## config.mk

```make
export PLATFORM = sky130hd
export DESIGN_NAME = crc_serial_divider
export DESIGN_NICKNAME = d
export VERILOG_FILES = /design/src/rtl/crcsd_pkg.sv /design/src/rtl/crcsd_stage.sv /design/src/rtl/crcsd_core.sv /design/src/rtl/crcsd_zero.sv /design/src/rtl/crc_serial_divider.sv
export SDC_FILE = /design/constraint.sdc
export NUM_CORES = 1
export LEC_CHECK = 0
export BUFFER_PORTS_ARGS = -buffer_cell sky130_fd_sc_hd__buf_2
export CORE_AREA = 2 2 39 41
export DETAILED_ROUTE_END_ITERATION = 6
export DIE_AREA = 0 0 41 43
export GPL_ROUTABILITY_DRIVEN = 0
export PLACE_DENSITY_LB_ADDON = 0.12
export SLEW_MARGIN = 20
export SYNTH_ARGS = -nofsm -noshare
export SYNTH_HDL_FRONTEND = slang
export SYNTH_SLANG_ARGS = --single-unit
```

## constraint.sdc

```tcl
create_clock -name clk_i -period 1 [get_ports clk_i]
set_input_delay 0.1 -clock clk_i [delete_from_list [all_inputs] [get_ports clk_i]]
set_output_delay 0.1 -clock clk_i [all_outputs]
set_load 0.01 [all_outputs]
```

## src/rtl/crcsd_pkg.sv

```systemverilog
package crcsd_pkg;

   // Low-order terms of the divisor; the X^W term is implied.
   localparam int          CRCSD_WIDTH = 5;
   localparam logic [4:0]  CRCSD_POLY  = 5'b10101;

   // A generator without a constant term only shifts zeros into stage 0.
   function automatic bit poly_is_legal(input int width, input logic [31:0] poly);
      return (width >= 2) && (width <= 32) && poly[0];
   endfunction

endpackage

```

## src/rtl/crcsd_stage.sv

```systemverilog
module crcsd_stage #(
   parameter bit HAS_TAP = 1'b0
) (
   input  logic clk_i,
   input  logic clr_i,
   input  logic en_i,
   input  logic d_i,
   input  logic fb_i,
   output logic q_o
);

   logic nxt;

   generate
      if (HAS_TAP) begin : g_tap
         assign nxt = d_i ^ fb_i;
      end else begin : g_plain
         assign nxt = d_i;
      end
   endgenerate

   always_ff @(posedge clk_i) begin
      if (clr_i)
         q_o <= 1'b0;
      else if (en_i)
         q_o <= nxt;
   end

endmodule

```

## src/rtl/crcsd_core.sv

```systemverilog
module crcsd_core #(
   parameter int               WIDTH = crcsd_pkg::CRCSD_WIDTH,
   parameter logic [WIDTH-1:0] POLY  = crcsd_pkg::CRCSD_POLY
) (
   input  logic             clk_i,
   input  logic             clr_i,
   input  logic             vld_i,
   input  logic             bit_i,
   output logic [WIDTH-1:0] rem_o
);

   localparam int TOP = WIDTH - 1;

   initial begin
      assert (crcsd_pkg::poly_is_legal(WIDTH, 32'(POLY)))
         else $error("crcsd_core: illegal WIDTH/POLY");
   end

   logic [WIDTH-1:0] q;
   logic             fb;

   assign fb = q[TOP];

   for (genvar i = 0; i < WIDTH; i++) begin : g_stage
      logic d;
      if (i == 0) begin : g_head
         assign d = bit_i;
      end else begin : g_body
         assign d = q[i-1];
      end
      crcsd_stage #(.HAS_TAP(POLY[i])) u_stage (
         .clk_i (clk_i),
         .clr_i (clr_i),
         .en_i  (vld_i),
         .d_i   (d),
         .fb_i  (fb),
         .q_o   (q[i])
      );
   end

   assign rem_o = q;

   assert_clear_empties_R1: assert property (@(posedge clk_i)
      clr_i |=> (rem_o == '0));

   assert_hold_when_idle_R2: assert property (@(posedge clk_i) disable iff (clr_i)
      !vld_i |=> $stable(rem_o));

   assert_plain_shift_R3: assert property (@(posedge clk_i) disable iff (clr_i)
      (vld_i && !rem_o[TOP]) |=> (rem_o == {$past(rem_o[TOP-1:0]), $past(bit_i)}));

   assert_feedback_shift_R4: assert property (@(posedge clk_i) disable iff (clr_i)
      (vld_i && rem_o[TOP]) |=> (rem_o == ({$past(rem_o[TOP-1:0]), $past(bit_i)} ^ POLY)));

endmodule

```

## src/rtl/crcsd_zero.sv

```systemverilog
module crcsd_zero #(
   parameter int WIDTH = crcsd_pkg::CRCSD_WIDTH,
   parameter int GROUP = 4
) (
   input  logic             clk_i,
   input  logic             clr_i,
   input  logic [WIDTH-1:0] rem_i,
   output logic             zero_o
);

   localparam int NGRP = (WIDTH + GROUP - 1) / GROUP;

   initial begin
      assert (GROUP >= 1) else $error("crcsd_zero: GROUP must be positive");
   end

   logic [NGRP-1:0] any_set;

   for (genvar g = 0; g < NGRP; g++) begin : g_grp
      localparam int LO = g * GROUP;
      localparam int HI = ((LO + GROUP) > WIDTH) ? WIDTH - 1 : LO + GROUP - 1;
      assign any_set[g] = |rem_i[HI:LO];
   end

   assign zero_o = ~|any_set;

   assert_zero_after_clear_R7: assert property (@(posedge clk_i)
      clr_i |=> zero_o);

endmodule

```

## src/rtl/crc_serial_divider.sv

```systemverilog
module crc_serial_divider #(
   parameter int                WIDTH = crcsd_pkg::CRCSD_WIDTH,
   parameter logic [WIDTH-1:0]  POLY  = crcsd_pkg::CRCSD_POLY
) (
   input  logic             clk_i,
   input  logic             clr_i,
   input  logic             bit_vld_i,
   input  logic             bit_i,
   output logic [WIDTH-1:0] rem_o,
   output logic             rem_zero_o
);

   logic [WIDTH-1:0] rem;

   crcsd_core #(.WIDTH(WIDTH), .POLY(POLY)) u_core (
      .clk_i (clk_i),
      .clr_i (clr_i),
      .vld_i (bit_vld_i),
      .bit_i (bit_i),
      .rem_o (rem)
   );

   crcsd_zero #(.WIDTH(WIDTH)) u_zero (
      .clk_i  (clk_i),
      .clr_i  (clr_i),
      .rem_i  (rem),
      .zero_o (rem_zero_o)
   );

   assign rem_o = rem;

   // the feedback stage leaves first, so it must be the output MSB
   assert_msb_is_tap_R8: assert property (@(posedge clk_i) disable iff (clr_i)
      (bit_vld_i && !rem_o[WIDTH-1]) |=> (rem_o[WIDTH-1] == $past(rem_o[WIDTH-2])));

endmodule

```

### Word-level counts from Yosys, hierarchy flattened

Index checks and enable logic that the tools add are counted.

| storage, ports and cells | value |
|---|---|
| bits of input ports | 4 |
| bits in registers | 5 |

| cells by class | value |
|---|---|
| bitwise gates (word level) | 3 |
| reduce and logical (&&, ||, !) cells | 2 |

Operators with widths:

| cell | count |
|---|---|
| OR reduction 5 bit | 1 |
| bitwise XOR 1 bit | 3 |
| zero test 1 bit | 1 |

### Logic depth before layout (Yosys ltp)

| logic depth | value |
|---|---|
| depth in word-level cells | 2 |
| gate-level depth with buffers | 4 |
| depth with buffers taken out | 4 |

### Hierarchy

From an unflattened synthesis, not the netlist that was laid out.

| unflattened totals | value |
|---|---|
| cell total of the unflattened synthesis | 25 |
| area total of the unflattened synthesis | 251.5 µm² |

By module, submodules not included:

| module | times used | area each (µm²) | cells an instance |
|---|---|---|---|
| crcsd_stage at u_core.g_stage[0].u_stage ... | 3 | 45.0 | 4 |
| crcsd_stage at u_core.g_stage[1].u_stage ... | 2 | 33.8 | 3 |
| crcsd_core | 1 | 37.5 | 5 |
| crcsd_zero | 1 | 11.3 | 2 |

### Least setup slack after synthesis

OpenSTA, ideal clock, no wires.

| timing | value |
|---|---|
| path type | flip-flop to output port |
| from | reg u_core.g_stage[4].u_stage.q_o |
| to | out rem_zero_o |
| stages on the path, launching flop included | 4 |
| slack | -0.030 ns |
| data required time | 0.900 ns |
| arrival time | 0.930 ns |
| path through | dfxtp_1 > inv_1 > ha_1 > nor4b_1 |

| between the ends | value |
|---|---|
| cells in the longest elaborated chain, start to end | 2 |

Ends and longest elaborated chain:

| what | RTL line | text |
|---|---|---|
| from (decl) | crcsd_stage.sv:9 | `output logic q_o` |
| from (signal assigned) | crcsd_stage.sv:26 | `q_o <= nxt;` |
| OR reduction 5 bit | crcsd_zero.sv:25 | `assign zero_o = ~\|any_set;` |
| zero test 1 bit | crcsd_zero.sv:25 |  |
| to (decl) | crc_serial_divider.sv:10 | `output logic rem_zero_o` |

Every way passes these cells.

### Worst setup path after layout

| timing | value |
|---|---|
| from | reg u_core.g_stage[3].u_stage.q_o |
| to | out rem_zero_o |

| between the ends | value |
|---|---|
| cells in the longest elaborated chain, start to end | 2 |

Ends and longest elaborated chain:

| what | RTL line |
|---|---|
| from (decl) | crcsd_stage.sv:9 |
| from (signal assigned) | crcsd_stage.sv:26 |
| OR reduction 5 bit | crcsd_zero.sv:25 |
| zero test 1 bit | crcsd_zero.sv:25 |

Every way passes these cells.

==> results.json <==
{
  "outcome": "finished with violations",
  "failed_checks": "setup timing",
  "powerDensity_nw_per_um2": 1552,
  "crit_fanout": 2,
  "post-cts-setup-buffers": 0,
  "overflow": 0,
  "cpLargestDelayFamily": "flip-flops",
  "fp-row-count": 14,
  "cts_tree": "yes",
  "yosys.area.top_type": "dfxtp_1",
  "syn_area_per_cell_sq_um": 9.361,
  "p_leak_nw": 0.1639,
  "io_pins": 10,
  "critPathBufInv": 2,
  "grtUsageTotal": 0.07731,
  "swShare": 0.2460,
  "hp-start": "clr_i",
  "fin_crit_sh": 1.164,
  "insertion_delay_ps": 240,
  "clkPwrFrac": 0.440,
  "dieHeight_um": 43,
  "top_regs": "u_core.g_stage.u_stage.q_o (5)",
  "post-route-drc-count": 0,
  "syn_inst": 27,
  "cts_hold_buf": 0,
  "grt_max_degree": 8,
  "grt_pass1_vias": 214,
  "crit_slowest_cell": "dfxtp_2",
  "drtPass1Iterations": 2,
  "area_growth_pct": 37.13,
  "num-fill-cells": 151,
  "wl_per_cell_um": 9.500,
  "synth-seq-cells": 5,
  "seq_power_share": 0.414,
  "hpwlAfterDp_um": 366.1,
  "synth_area_leaders": "dfxtp_1, buf_4, mux2i_1",
  "max_slew_margin": 0.8558,
  "critical_path_class": "reg -> out",
  "pre_cts_ws_ps": 72.24,
  "drive_gt1_frac": 0.5556,
  "synthArstFlopShare": 0,
  "switchingPower_uw": 132.3,
  "worst_slew_pin_slew_ps": 216.0,
  "via_per_inst": 3.635,
  "ys_warn_count": 0,
  "p_int_uw": 405.6,
  "nets": 42,
  "crit_path_start": "u_core.g_stage[3].u_stage.q_o$_SDFFE_PP0P_",
  "max_freq_mhz": 859.4,
  "totalWireLength_um": 494,
  "largest_reg_flops": 5,
  "via_count": 189,
  "ir_drop_mv": 0.4431,
  "largest_register": "u_core.g_stage.u_stage.q_o",
  "cts_buffers": 3,
  "finalSetupViolCount": 1,
  "layout_min_cycle_time_ps": 1164,
  "dieArea_sq_um": 1763,
  "synth_nets": 32,
  "end_kind": "output port",
  "cp.arrival_ps": 1060,
  "port_buffers": 9,
  "synth_edf_count": 0,
  "grt_setup_unrepaired": "true",
  "antenna_cells": 0,
  "synth_top_area_share": 0.3960,
  "cts_max_level": 1,
  "ff2ff_setup_slack_ps": 130,
  "crit_cells": 4,
  "required_ps": 900,
  "fin_area_sq_um": 346.6,
  "cts.sink_count": 5,
  "cts.path.max_buffers": 2,
  "clock_skew_ps": 2.590,
  "placed_cell_area_sq_um": 296.5,
  "first_iter_violations": 2,
  "p_comb_frac": 0.146,
  "synth_seq_area_share": 0.3960,
  "grt_first_pass_wirelength_um": 841,
  "hold_viol_final": 0,
  "r2r-start": "u_core.g_stage[3].u_stage.q_o$_SDFFE_PP0P_",
  "antenna_found_initial": 0,
  "antenna_left": 0,
  "core_sq_um": 1384,
  "synth_ff_type": "dfxtp_1",
  "timing.hold.ws_ps": 81.67,
  "crit_chain": "inv_2, ha_4, nor4b_4, buf_2",
  "clkTransAtPathRegs_ps": 50,
  "max_stage_delay_ps": 320,
  "max_cap_violations": 0,
  "die_w_um": 41,
  "start_util": 0.1826,
  "start_kind": "flop",
  "hold_class": "in -> reg",
  "cts_root_buf": "clkbuf_4",
  "whs_path_depth": 2,
  "synth_area_sq_um": 252.7,
  "maxSlewViolCount": 0,
  "synth_cell_types": 10,
  "synth_commonest_cells": "buf_4, dfxtp_1, nor2_1",
  "layout_setup_ws_ps": -163.7,
  "r2r_cells": 4
}
[power by group through the flow]
stage | clock network [mW] | logic [mW] | registers [mW]
finish | 0.236 | 0.0788 | 0.223
global route | 0.262 | 0.0867 | 0.224
CTS | 0.250 | 0.0740 | 0.221
detailed placement | 0 | 0.0710 | 0.224
global placement | 0 | 0.0714 | 0.223
floorplan | 0 | 0.0537 | 0.222
[cells in the final DEF (no fill, tap or decap)]
cell type / count
a211oi_1: 2
buf_2: 9
dfxtp_1: 3
buf_4: 2
clkbuf_4: 3
xnor2_1: 2
inv_2: 2
nor4b_4: 1
mux2i_1: 3
clkbuf_1: 1
ha_4: 1
dfxtp_2: 2
nor2_1: 5
[routing by layer]
metal,vias to the layer above,part of all wire,wire [um],global-route usage
met3,0,0.081,40,0.03141
li1,102,-,-,-
met4,0,0,0,0.08000
met1,82,0.40,198,0.07395
met5,-,0,0,0
met2,5,0.52,255,0.1125
[stage by stage]
stage | util | total power, mW | instances | setup TNS [ps]
floorplan | - | 0.2761 | 27 | 0
global placement | 0.2143 | 0.2943 | 48 | 0
detailed placement | 0.2143 | 0.2945 | 48 | 0
CTS | 0.2441 | 0.5449 | 52 | -190.5
global route | 0.2505 | 0.5732 | 52 | -215.8
finish | 0.2505 | 0.5380 | 52 | -163.7
[final timing paths]
path / end
max: rem_zero_o
min reg2reg: u_core.g_stage[2].u_stage.q_o$_SDFFE_PP0P_
max reg2reg: u_core.g_stage[4].u_stage.q_o$_SDFFE_PP0P_
min: u_core.g_stage[4].u_stage.q_o$_SDFFE_PP0P_
[cell type report]
type                       instances  area [sq um]  area share
clock buffer                       4         26.28     0.07581
inverter                           2         7.507     0.02166
multi-input combinational         14         130.1      0.3755
sequential                         5         102.6      0.2960
tap                               16         20.02     0.05776
timing repair buffer              11         60.06      0.1733
[cell families (layout without fill, tap and decap cells)]
kind of cell               after synthesis  in the layout  share of synthesized area
and+or+nand+nor                          6              6                     0.1089
AOI/OAI and AO/OA                        2              2                    0.05939
buffers and inverters                    8             17                     0.1980
xor gates and xnor gates                 2              2                    0.06932
adders and majority gates                1              1                    0.04950
DFF                                      5              5                     0.3961
muxes                                    3              3                     0.1188
[timing repair]
action / 4_1_cts / 5_1_grt
gates resized for setup: 6 / 1
pin swaps: 1 / 1
endpoints found under the setup margin: 1 / 1
(Power assumes the default switching activity.)
